File: src/rtl/pve_pkg.sv
package pve_pkg;

  localparam int WORD_W = 32;

  // Reset image of the priority fields: field n holds n (modulo the field range)
  function automatic logic [WORD_W-1:0] default_prio(input int slots, input int fw);
    logic [WORD_W-1:0] v;
    v = '0;
    for (int n = 0; n < slots; n++) begin
      v = v | (WORD_W'(n % (1 << fw)) << (n * fw));
    end
    return v;
  endfunction

  // Status word: (index + 1) scaled by four, zero when nothing won
  function automatic logic [WORD_W-1:0] make_word(input logic hit, input logic [15:0] idx);
    logic [WORD_W-1:0] code;
    code = WORD_W'(idx) + WORD_W'(1);
    return hit ? (code << 2) : '0;
  endfunction

endpackage

File: src/rtl/pve_prio_regs.sv
module pve_prio_regs #(
  parameter int SLOTS  = 8,
  parameter int PRIO_W = 3,
  localparam int FIELDS_W = SLOTS * PRIO_W
) (
  input  logic                clk,
  input  logic                rst_n,
  input  logic                wr_i,
  input  logic [FIELDS_W-1:0] wdata_i,
  output logic [FIELDS_W-1:0] fields_o
);
  import pve_pkg::*;

  localparam logic [WORD_W-1:0] RST_IMAGE = default_prio(SLOTS, PRIO_W);

  logic [FIELDS_W-1:0] fields_q;

  // One register slice per slot, so each field keeps its own reset value
  for (genvar n = 0; n < SLOTS; n++) begin : g_field
    always_ff @(posedge clk or negedge rst_n) begin
      if (!rst_n)
        fields_q[n*PRIO_W +: PRIO_W] <= RST_IMAGE[n*PRIO_W +: PRIO_W];
      else if (wr_i)
        fields_q[n*PRIO_W +: PRIO_W] <= wdata_i[n*PRIO_W +: PRIO_W];
    end
  end

  assign fields_o = fields_q;


  prio_write_chk: assert property (@(posedge clk) disable iff (!rst_n)
    wr_i |=> fields_q == $past(wdata_i));


  prio_hold_chk: assert property (@(posedge clk) disable iff (!rst_n)
    !wr_i |=> $stable(fields_q));

endmodule

File: src/rtl/pve_prog_pick.sv
module pve_prog_pick #(
  parameter int NUM_LINES = 64,
  parameter int SLOTS     = 8,
  parameter int PRIO_W    = 3,
  localparam int IDX_W    = $clog2(NUM_LINES)
) (
  input  logic [SLOTS-1:0]        req_i,
  input  logic [SLOTS*PRIO_W-1:0] prio_i,
  output logic                    hit_o,
  output logic [IDX_W-1:0]        idx_o,
  output logic [PRIO_W-1:0]       val_o
);
  // Larger value wins; strict compare keeps the lower index on a tie
  always_comb begin
    hit_o = 1'b0;
    idx_o = '0;
    val_o = '0;
    for (int i = 0; i < SLOTS; i++) begin
      if (req_i[i] && (!hit_o || (prio_i[i*PRIO_W +: PRIO_W] > val_o))) begin
        hit_o = 1'b1;
        idx_o = IDX_W'(i);
        val_o = prio_i[i*PRIO_W +: PRIO_W];
      end
    end
  end

endmodule

File: src/rtl/pve_fixed_pick.sv
module pve_fixed_pick #(
  parameter int NUM_LINES = 64,
  parameter int SLOTS     = 8,
  localparam int IDX_W    = $clog2(NUM_LINES)
) (
  input  logic [NUM_LINES-1:0] req_i,
  output logic                 hit_o,
  output logic [IDX_W-1:0]     idx_o
);
  logic [SLOTS-1:0] unused_low_lines;
  assign unused_low_lines = req_i[SLOTS-1:0];

  // Scan from the top down so the last match is the lowest index
  always_comb begin
    hit_o = 1'b0;
    idx_o = '0;
    for (int i = NUM_LINES - 1; i >= SLOTS; i--) begin
      if (req_i[i]) begin
        hit_o = 1'b1;
        idx_o = IDX_W'(i);
      end
    end
  end

endmodule

File: src/rtl/pve_class_arbiter.sv
module pve_class_arbiter #(
  parameter int NUM_LINES = 64,
  parameter int SLOTS     = 8,
  parameter int PRIO_W    = 3,
  localparam int IDX_W    = $clog2(NUM_LINES),
  localparam int CODE_W   = $clog2(NUM_LINES + 1),
  localparam int WORD_W   = pve_pkg::WORD_W
) (
  input  logic                    clk,
  input  logic                    rst_n,
  input  logic [NUM_LINES-1:0]    req_i,
  input  logic [SLOTS*PRIO_W-1:0] prio_i,
  output logic [WORD_W-1:0]       word_o
);
  import pve_pkg::*;

  logic              low_hit, high_hit, win_hit;
  logic [IDX_W-1:0]  low_idx, high_idx, win_idx;
  logic [PRIO_W-1:0] low_val;
  logic [WORD_W-1:0] word_q;

  pve_prog_pick #(.NUM_LINES(NUM_LINES), .SLOTS(SLOTS), .PRIO_W(PRIO_W)) u_prog (
    .req_i (req_i[SLOTS-1:0]),
    .prio_i(prio_i),
    .hit_o (low_hit),
    .idx_o (low_idx),
    .val_o (low_val)
  );

  pve_fixed_pick #(.NUM_LINES(NUM_LINES), .SLOTS(SLOTS)) u_fixed (
    .req_i(req_i),
    .hit_o(high_hit),
    .idx_o(high_idx)
  );

  // Programmable segment always outranks the fixed segment
  assign win_hit = low_hit | high_hit;
  assign win_idx = low_hit ? low_idx : high_idx;

  always_ff @(posedge clk or negedge rst_n) begin
    if (!rst_n) word_q <= '0;
    else        word_q <= make_word(win_hit, 16'(win_idx));
  end

  assign word_o = word_q;


  win_pending_chk: assert property (@(posedge clk) disable iff (!rst_n)
    win_hit |-> req_i[win_idx]);


  low_first_chk: assert property (@(posedge clk) disable iff (!rst_n)
    (win_hit && (win_idx >= IDX_W'(SLOTS))) |-> (req_i[SLOTS-1:0] == '0));


  idle_zero_chk: assert property (@(posedge clk) disable iff (!rst_n)
    (req_i == '0) |=> (word_q == '0));


  busy_nonzero_chk: assert property (@(posedge clk) disable iff (!rst_n)
    win_hit |=> (word_q != '0));


  word_shape_chk: assert property (@(posedge clk) disable iff (!rst_n)
    (word_q[1:0] == 2'b00) && (word_q[WORD_W-1:CODE_W+2] == '0));


  low_value_chk: assert property (@(posedge clk) disable iff (!rst_n)
    low_hit |-> (low_val == prio_i[low_idx*PRIO_W +: PRIO_W]));

endmodule

File: src/rtl/prio_vec_encoder.sv
module prio_vec_encoder #(
  parameter int NUM_LINES = 64,
  parameter int SLOTS     = 8,
  parameter int PRIO_W    = 3,
  localparam int WORD_W   = pve_pkg::WORD_W,
  localparam int FIELDS_W = SLOTS * PRIO_W,
  localparam int NCLASS   = 2
) (
  input  logic                 clk,
  input  logic                 rst_n,
  input  logic [NUM_LINES-1:0] req_i,
  input  logic [NUM_LINES-1:0] fast_sel_i,
  input  logic [1:0]           reg_addr_i,
  input  logic                 reg_wr_i,
  input  logic [WORD_W-1:0]    reg_wdata_i,
  output logic [WORD_W-1:0]    reg_rdata_o,
  output logic [WORD_W-1:0]    norm_word_o,
  output logic [WORD_W-1:0]    fast_word_o
);
  localparam logic [1:0] ADDR_PRIO = 2'd0;
  localparam logic [1:0] ADDR_NORM = 2'd1;
  localparam logic [1:0] ADDR_FAST = 2'd2;

  logic                 prio_wr;
  logic [FIELDS_W-1:0]  prio_fields;
  logic [NUM_LINES-1:0] cls_req  [NCLASS];
  logic [WORD_W-1:0]    cls_word [NCLASS];
  logic                 unused_rsvd_bits;

  assign prio_wr          = reg_wr_i && (reg_addr_i == ADDR_PRIO);
  assign unused_rsvd_bits = ^reg_wdata_i[WORD_W-1:FIELDS_W];

  pve_prio_regs #(.SLOTS(SLOTS), .PRIO_W(PRIO_W)) u_regs (
    .clk     (clk),
    .rst_n   (rst_n),
    .wr_i    (prio_wr),
    .wdata_i (reg_wdata_i[FIELDS_W-1:0]),
    .fields_o(prio_fields)
  );

  // Class 0 = normal, class 1 = fast; both share one priority image
  assign cls_req[0] = req_i & ~fast_sel_i;
  assign cls_req[1] = req_i &  fast_sel_i;

  for (genvar c = 0; c < NCLASS; c++) begin : g_class
    pve_class_arbiter #(.NUM_LINES(NUM_LINES), .SLOTS(SLOTS), .PRIO_W(PRIO_W)) u_arb (
      .clk   (clk),
      .rst_n (rst_n),
      .req_i (cls_req[c]),
      .prio_i(prio_fields),
      .word_o(cls_word[c])
    );
  end

  assign norm_word_o = cls_word[0];
  assign fast_word_o = cls_word[1];

  always_comb begin
    case (reg_addr_i)
      ADDR_PRIO: reg_rdata_o = WORD_W'(prio_fields);
      ADDR_NORM: reg_rdata_o = cls_word[0];
      ADDR_FAST: reg_rdata_o = cls_word[1];
      default:   reg_rdata_o = '0;
    endcase
  end


  class_split_chk: assert property (@(posedge clk) disable iff (!rst_n)
    (norm_word_o != '0) |-> (norm_word_o != fast_word_o));


  read_quiet_chk: assert property (@(posedge clk) disable iff (!rst_n)
    ($stable(req_i) && $stable(fast_sel_i) && !reg_wr_i && !$past(reg_wr_i))
      |=> $stable(norm_word_o) && $stable(fast_word_o));


  rsvd_read_chk: assert property (@(posedge clk) disable iff (!rst_n)
    (reg_addr_i == ADDR_PRIO) |-> (reg_rdata_o[WORD_W-1:FIELDS_W] == '0));

endmodule

File: config.mk
export PLATFORM = sky130hd
export DESIGN_NAME = prio_vec_encoder
export DESIGN_NICKNAME = d
export VERILOG_FILES = /design/src/rtl/pve_pkg.sv /design/src/rtl/pve_prio_regs.sv /design/src/rtl/pve_prog_pick.sv /design/src/rtl/pve_fixed_pick.sv /design/src/rtl/pve_class_arbiter.sv /design/src/rtl/prio_vec_encoder.sv
export SDC_FILE = /design/constraint.sdc
export NUM_CORES = 1
export LEC_CHECK = 0
export BUFFER_PORTS_ARGS = -buffer_cell sky130_fd_sc_hd__buf_4
export CAP_MARGIN = 20
export CORE_UTILIZATION = 54
export DETAILED_ROUTE_END_ITERATION = 7
export PLACE_DENSITY = 0.93
export SLEW_MARGIN = 10
export SYNTH_ARGS = -nofsm -noshare
export SYNTH_HDL_FRONTEND = slang
export SYNTH_SLANG_ARGS = --single-unit
export TNS_END_PERCENT = 50
File: constraint.sdc
create_clock -name clk -period 15.7 [get_ports clk]
set_clock_uncertainty 0.2 [all_clocks]
set_input_delay 0.785 -clock clk [delete_from_list [all_inputs] [get_ports clk]]
set_output_delay 0.785 -clock clk [all_outputs]
set_load 0.01 [all_outputs]
# ---- After elaboration in Yosys (flattened, before gate mapping)
# Cells that the tools add are included.
dict set report totals {
  register_bits 88
}
dict set report classes {
  add_sub_neg 2
  magnitude_cmp 14
  eq_ne 2
  n_mux 273
  n_bitwise 5
  n_reduce_logical 44
}
# cell n
set op_table {}
lappend op_table {{$mux W6} 126}
lappend op_table {{$mux W1} 130}
lappend op_table {{$and A64 B64 Y64} 2}
lappend op_table {{$pmux W32 S3} 1}
lappend op_table {{$mux W32} 2}
lappend op_table {{$not A64 Y64} 1}
lappend op_table {{$gt A3 B3 Y1} 14}
lappend op_table {{$mux W3} 14}
lappend op_table {{$logic_and A1 B1 Y1} 15}
lappend op_table {{$add A6 B1 Y7 const B} 2}
lappend op_table {{$logic_not A1 Y1} 14}
lappend op_table {{$logic_or A1 B1 Y1} 14}
lappend op_table {{$eq A2 B1 Y1 const B} 1}
lappend op_table {{$eq A2 B2 Y1 const B} 1}
lappend op_table {{$logic_not A2 Y1} 1}
lappend op_table {{$or A1 B1 Y1} 2}

# ---- Depth between registers and ports, before layout
# Gate-level depths: netlist of run 1.
dict set report depth {
  ltp_word 61
  mapped_depth 56
}

# ---- Cells and area by module
# A second synthesis of run 1 with hierarchy kept.
dict set report unflattened {
  hier_cells 939
  hier_area_um2 7297.0
}
# module instances cells_per_inst area_per_inst_um2
set by_module_without_submodules {}
lappend by_module_without_submodules {pve_prog_pick 2 150 1087.3}
lappend by_module_without_submodules {prio_vec_encoder 1 198 1440.1}
lappend by_module_without_submodules {pve_fixed_pick 2 126 715.7}
lappend by_module_without_submodules {pve_class_arbiter 2 69 619.3}
lappend by_module_without_submodules {pve_prio_regs 1 51 1012.2}

# ---- Least setup slack after synthesis of run 1
# OpenSTA, ideal clock, no wires.
dict set report synth_path {
  path_kind {in2reg}
  start {input port req_i[0]}
  end {register g_class[0].u_arb.word_q[4]}
  setup_ns 0.123
  arrival_ns 10.423
  required_ns 15.377
  setup_slack_ns 4.954
  path_stages 53
  path_buffers 1
  cell_sequence {nor2b_1 -> and2_1 -> ha_1 -> a41o_1 -> a31oi_1 -> mux2i_1 -> inv_1 -> ha_1 -> nor2b_1 -> o21a_1 -> o21ai_0 -> a21o_1 -> mux2i_1 -> inv_1 -> ha_1 -> nor2b_1 -> o21a_1 -> o21ai_0 -> [17 not listed] -> ha_1 -> nor2b_1 -> o21ai_0 -> nand2b_1 -> a32oi_1 -> nor2_1 -> a31o_2 -> ha_1 -> nor2b_1 -> o21a_1 -> o21a_1 -> a41o_1 -> a31oi_1 -> o21ai_0 -> or2_2 -> ha_1 -> xnor2_1 -> nor2_1}
}
dict set report synth_between {
  elab_chain_cells 33
}
# element line_no
set synth_rtl {}
lappend synth_rtl {{start, declared} prio_vec_encoder.sv:11} ;# input logic [NUM_LINES-1:0] req_i,
lappend synth_rtl {{$and A64 B64 Y64 (*)} prio_vec_encoder.sv:42} ;# assign cls_req[0] = req_i & ~fast_sel_i;
lappend synth_rtl {{$mux W3 or $mux W1 (tied branches)} pve_prog_pick.sv:19} ;# if (req_i[i] && (!hit_o || (prio_i[i*PRIO_W +: PRIO_W] > val_o))) begin
lappend synth_rtl {{$gt A3 B3 Y1 or $logic_not A1 Y1 (tied branches)} pve_prog_pick.sv:19}
lappend synth_rtl {{$logic_or A1 B1 Y1} pve_prog_pick.sv:19}
lappend synth_rtl {{$logic_and A1 B1 Y1} pve_prog_pick.sv:19}
lappend synth_rtl {{$mux W3 or $mux W1 (tied branches)} pve_prog_pick.sv:19}
lappend synth_rtl {{$gt A3 B3 Y1 or $logic_not A1 Y1 (tied branches)} pve_prog_pick.sv:19}
lappend synth_rtl {{$logic_or A1 B1 Y1} pve_prog_pick.sv:19}
lappend synth_rtl {{[17 not listed]} --}
lappend synth_rtl {{$mux W3 or $mux W1 (tied branches)} pve_prog_pick.sv:19}
lappend synth_rtl {{$gt A3 B3 Y1 or $logic_not A1 Y1 (tied branches)} pve_prog_pick.sv:19}
lappend synth_rtl {{$logic_or A1 B1 Y1} pve_prog_pick.sv:19}
lappend synth_rtl {{$logic_and A1 B1 Y1} pve_prog_pick.sv:19}
lappend synth_rtl {{$mux W6 or $mux W1 (tied branches)} pve_prog_pick.sv:19}
lappend synth_rtl {{$mux W6} pve_class_arbiter.sv:38} ;# assign win_idx = low_hit ? low_idx : high_idx;
lappend synth_rtl {{$add A6 B1 Y7} pve_pkg.sv:18} ;# code = WORD_W'(idx) + WORD_W'(1);
lappend synth_rtl {{$mux W32 (*)} pve_pkg.sv:19} ;# return hit ? (code << 2) : '0;
lappend synth_rtl {{end signal, assigned} pve_class_arbiter.sv:42} ;# else word_q <= make_word(win_hit, 16'(win_idx));
lappend synth_rtl {{end, declared} pve_class_arbiter.sv:20} ;# logic [WORD_W-1:0] word_q;
# Mark *: on every way between the ends. The rest lies on a longest branch, timed or not.
# A chain may end at the register's enable or synchronous reset.

# ---- Worst setup path after layout of run 1
# Ends and elaborated chain as after synthesis.

==> results.txt, run 1 <==
status: finished, final reports clean
Initial DRC Count: 547
vias per inst: 6.19
Place WS: 3180 ps
Slew HR: 0.381
first-pass GRT wire length: 31.1 mm
Critical path origin: req_i[0]
cell mode on critical path: o21ai_0
cts bufs inserted: 5
Final Max Slew Viols: 0
gp weighted congestion: 0.991
maximum clock insertion buffer count: 2
CTS tree: built
Post-synth EDFFs: 0
input/output buffers: 194
clock sink count: 38
# Post-CTS Setup Buffers: 0
Die Y: 109 µm
Antenna Cells: 0
RR Startpoint: u_regs.fields_o[3]
initial antenna violation count: 0
Mapped Cells: 822
Slowest Stage Delay on Critical Path: 730 ps
WL final: 19.9 mm
drt first pass iters: 5
leading cell type in the layout, fill and taps excluded: buf_4
vias: 7,156
post-synth top area share: 0.105
register area share after synthesis: 0.156
core area: 0.0110 mm²
type of origin of the critical path: input pin
final instance area: 0.00778 mm²
top post-synthesis cells by area: dfrtp_1 11%, ha_1 8.9%, buf_4 7.0%
worst vdd ir: 0.0000607 V
Yosys reg bits: 38
RSZ-0062 raised after global routing: no
critical-path maximum fanout: 15
Hold/Removal Path Class: in -> async
placed insts: 1,148
static leakage: 3.64 nW
Layout Utilization: 0.708
clk root buf: clkbuf_16
Skew-Pair Late Insertion Delay: 290 ps
clock-pin slew on the worst setup and hold paths: 60 ps
Most used DFF post-synth: dfrtp_1
fin nets: 1,224
detailed-route wire length per cell: 17.2 µm
Tcrit/Tclk final: 0.828
Worst Path Class, Setup: in -> reg
number of stages on the worst setup path: 53
# IOs: 261
# fillers: 882
Post-Syn Area: 0.00619 mm²
# Max-Cap Violations: 0
Residual DRC: 0
R2R cell count: 50
DIE WIDTH: 109 µm
endpoints failing setup: 0
die area: 0.0119 mm²
post-DP HPWL: 15.9 mm
post-cts repair resize count: 0
minimum clock period after layout: 12,990 ps
Fin Setup TNS: 0 ps
Netlist cell types: 71
largest area contributor in the netlist: dfrtp_1
post-synthesis async set-or-reset flop share: 1.00
Final Non-Filler Cells: 1,156
total gr overflow: 0
synth warn: 0
vias in the first global route: 6,768
fmax: 77.0 MHz
Hold Buf Count CTS: 0
initial core utilization: 0.564
final hold vios: 0
Critical-path top delay cell: o21ai_1
htree depth: 2
ratio of cells with drive above 1 in the final layout: 0.248
pwr dens: 85.8 mW/mm²
most frequent cells in the layout: 196 x buf_4, 98 x nand2_1, 58 x conb_1, 53 x o21ai_0, 47 x nand2b_1
largest net degree at the start of global routing: 39
dpl cell area: 0.00758 mm²
Layout area overhead: 25.6%
worst endpoint required time: 15,670 ps
CP arrival: 12,960 ps
GRT Resource Usage Total: 0.328
worst slew pin tran: 906 ps
Crit. End Element: flop
# rows: 38
Post-Syn Area per Cell: 7.53 µm²
worst path bufs/invs: 3
critical path's top delay family: compound AO/OA/AOI/OAI gates
worst setup margin: 2710 ps
final antenna-violating net count: 0
## registers in the layout, summed over array words and instances, names as in the netlist
register and flops:
g_class.u_arb.word_o 14, u_regs.fields_o 24
## worst paths after layout
kind,endpoint,slack [ps]
setup / recovery,g_class[0].u_arb.word_o[4],2710
hold / removal,u_regs.fields_o[1],260
setup reg to reg,g_class[0].u_arb.word_o[4],3160
hold reg to reg,u_regs.fields_o[19],360
max in group asynchronous,u_regs.fields_o[20],14680
min in group clk,u_regs.fields_o[19],360
## metrics by stage
| step | hold slack (ps) | total power [W] |
|---|---|---|
| 3_3_place_gp | 345 | 0.000500 |
| 3_5_place_dp | 348 | 0.000517 |
| 5_1_grt | 310 | 0.000712 |
| 2_1_floorplan | 289 | 0.000393 |
| 4_1_cts | 283 | 0.000659 |
| 6_report | 260 | 0.000667 |
## logic make-up (layout without fill, tap and decap cells)
family / count (synthesis) / count (layout) / share of synthesized area
flops: 38 / 38 / 0.156
simple gates: 332 / 332 / 0.282
compound gates: 261 / 261 / 0.301
fa+ha+maj: 44 / 44 / 0.0889
mux: 37 / 37 / 0.0665
xor+xnor: 4 / 4 / 0.00566
other cells: 1 / 58 / 0.000606
buf+inv: 105 / 242 / 0.0988
## layer usage
metal / global-route usage / up-vias / part of all wire
li1: - / 3374 / -
met1: 0.391 / 3340 / 0.38
met2: 0.584 / 375 / 0.50
met3: 0.0341 / 67 / 0.079
met4: 0.155 / 0 / 0.037
met5: 0 / - / 0
## final cells by class
cell class	instances	area [µm²]	share of cell area
multi-input cells	736	4830	0.621
repair buffers	196	1470	0.189
flip-flops and latches	38	966	0.124
well taps	140	175	0.0225
inverters	38	143	0.0183
clock buffers	5	125	0.0161
clock inverters	3	68.8	0.00885
## power by group
part | switching, W | internal [W] | total [W]
sequential | 0.0000245 | 0.000124 | 0.000148
combinational | 0.000208 | 0.000176 | 0.000384
clock | 0.0000440 | 0.0000914 | 0.000135
total | 0.000276 | 0.000391 | 0.000667
## cells in the mapped netlist (all sizes together) (22+ instances only)
| library cell | n |
|---|---|
| dfrtp | 26 |
| nand2 | 98 |
| o211ai | 22 |
| nor2b | 41 |
| ha | 44 |
| inv | 38 |
| buf | 59 |
| o21ai | 54 |
| nor2 | 33 |
| and2 | 24 |
| nand2b | 47 |
| a21oi | 32 |
Power figures use the tool's default switching activity.
==> run 2: changes to the inputs <==
Settings changed: CORE_UTILIZATION 54 to 50, PLACE_DENSITY 0.93 to 0.87.
Clock period 15.7 ns to 12.4 ns, I/O delays scaled along.
==> run 2 against run 1 <==
  * First-iteration DRC count fell by 26%
  * Total power rose by 19%
  * Clock power fell by 3%
  * Sequential cell count did not move
  * Critical path depth rose by 4
  * Sequential share of layout area barely moved
  * Largest cell class unchanged
==> results.txt, run 2 (synthesis gave the netlist of run 1 again) <==
WL final: 18.9 mm (-5.0%)
post-cts repair resize count: 0 (unchanged)
initial core utilization: 0.513 (-0.0504)
htree depth: 2 (unchanged)
DIE WIDTH: 113 µm (+3.9%)
initial antenna violation count: 0 (unchanged)
max FFs per register: 24 (unchanged)
Fin Setup TNS: 0 ps (unchanged)
Initial DRC Count: 403 (-26%)
clock sink count: 38 (unchanged)
# fillers: 1,092 (+24%)
Antenna Cells: 0 (unchanged)
Tcrit/Tclk final: 0.929
total gr overflow: 0 (unchanged)
largest net degree at the start of global routing: 39 (unchanged)
# Max-Cap Violations: 0 (unchanged)
input/output buffers: 194 (unchanged)
most frequent cells in the layout: 198 x buf_4, 98 x nand2_1, 58 x conb_1, 53 x o21ai_0, 47 x nand2b_1
# Post-CTS Setup Buffers: 0 (unchanged)
Residual DRC: 0 (unchanged)
worst endpoint required time: 12,360 ps (-3310 ps)
gp weighted congestion: 0.970 (-2.2%)
Critical-path top delay cell: a32oi_1
Worst Path Class, Setup: in -> reg
Multi-input gate area: 0.00483 mm² (unchanged)
fin nets: 1,226 (+0.16%)
cell mode on critical path: o21ai_0
status: finished, final reports clean
switching power: 0.000335 W (+21%)
clock-pin slew on the worst setup and hold paths: 60 ps (about the same)
Die Y: 113 µm (+3.9%)
cts bufs inserted: 5 (unchanged)
# IOs: 261 (unchanged)
CP arrival: 11,480 ps (-1480 ps)
# rows: 40 (+5.3%)
die area: 0.0128 mm² (+7.8%)
Layout area overhead: 25.7% (about the same)
part of the power in registers: 0.233 (+0.011)
critical-path maximum fanout: 15 (unchanged)
R2R cell count: 54 (+8.0%)
P_int: 0.000459 W (+17%)
final instance area: 0.00778 mm² (about the same)
ratio of cells with drive above 1 in the final layout: 0.250 (+0.00148)
post-DP HPWL: 15.7 mm (-1.7%)
worst vdd ir: 0.0000568 V (-6.5%)
Clk pwr share: 0.165 (-0.038)
Sw Ratio: 0.422 (+0.00806)
type of origin of the critical path: input pin
clk root buf: clkbuf_16
vias in the first global route: 6,494 (-4.0%)
pwr dens: 102 mW/mm² (+19%)
static leakage: 3.62 nW (-0.34%)
Final Max Slew Viols: 0 (unchanged)
first-pass GRT wire length: 29.5 mm (-5.0%)
vias per inst: 5.84 (-5.6%)
Layout Utilization: 0.645 (-0.0627)
fmax: 86.8 MHz
Slowest Stage Delay on Critical Path: 500 ps (-230 ps)
minimum clock period after layout: 11,520 ps
Crit. End Element: flop
endpoints failing setup: 0 (unchanged)
Hold Buf Count CTS: 0 (unchanged)
Skew-Pair Late Insertion Delay: 280 ps (about the same)
final antenna-violating net count: 0 (unchanged)
vias: 6,931 (-3.1%)
CTS tree: built
core area: 0.0121 mm² (+9.8%)
detailed-route wire length per cell: 16.0 µm (-7.4%)
Slew HR: 0.422 (+0.0417)
drt first pass iters: 6 (+1)
leading cell type in the layout, fill and taps excluded: buf_4
GRT Resource Usage Total: 0.283 (-0.0446)
RSZ-0062 raised after global routing: no
worst slew pin tran: 845 ps (-61.0 ps)
total chip power: 0.000794 W (+19%)
Register Area: 966 µm² (unchanged)
maximum clock insertion buffer count: 2 (unchanged)
Hold/Removal Path Class: in -> async
Comb pwr share: 0.601 (+0.026)
final hold vios: 0 (unchanged)
dpl cell area: 0.00763 mm² (+0.66%)
## run 2: cell types whose count changed in the layout (fill, tap and decap cells not counted), sizes merged
cell / previous run / this run
clkinvlp: 0 / 1
buf: 196 / 198
clkbuf: 5 / 6
bufinv: 2 / 0
## run 2: power groups by stage
stage	Clock, W	Sequential, W	Combinational (W)
finish	0.000131	0.000185	0.000477
global route	0.000138	0.000188	0.000528
CTS	0.000132	0.000185	0.000472
detailed placement	0	0.000186	0.000466
global placement	0	0.000186	0.000451
floorplan	0	0.000182	0.000316
## run 2: per-stage QoR
stage	hold slack (ps)	instances	setup slack [ps]
floorplan	124	879	1820
global placement	344	1178	1220
detailed placement	360	1178	889
CTS	114	1186	1050
global route	137	1186	70.2
finish	87.6	1186	880
## run 2: final cells by class
class	count	area share
Multi-Input combinational cell	736	0.620
Timing Repair Buffer	198	0.191
Sequential cell	38	0.124
Tap cell	168	0.0270
Inverter	38	0.0183
Clock buffer	6	0.0178
Clock inverter	2	0.00161
## run 2: path summary, 6_finish.rpt
path                                         endpoint  slack (ps)                 from
setup / recovery           g_class[0].u_arb.word_o[4]         880        fast_sel_i[0]
min in group clk                  u_regs.fields_o[11]         340      reg_wdata_i[11]
setup reg to reg           g_class[0].u_arb.word_o[4]        1120   u_regs.fields_o[3]
hold reg to reg                   u_regs.fields_o[19]         380  u_regs.fields_o[19]
max in group asynchronous         u_regs.fields_o[23]       11530                rst_n
hold / removal                     u_regs.fields_o[0]          90                rst_n
## run 2: per-layer routing
layer	vias up	track usage	wire length [µm]
met5	-	0	0
met4	0	0.112	571
met3	48	0.0380	1170
met2	308	0.519	9340
met1	3204	0.333	7830
li1	3371	-	-
## run 2: critical path, delay by kind of cell
| kind | cells | cell delay, ps |
|---|---|---|
| adder cells (fa/ha/maj) | 8 | 2200 |
| multiplexers | 3 | 1050 |
| AND/OR/NAND/NOR | 15 | 2110 |
| AO/OA/AOI/OAI | 25 | 4640 |
| buffers and inverters | 5 | 660 |
| XOR/XNOR | 1 | 180 |
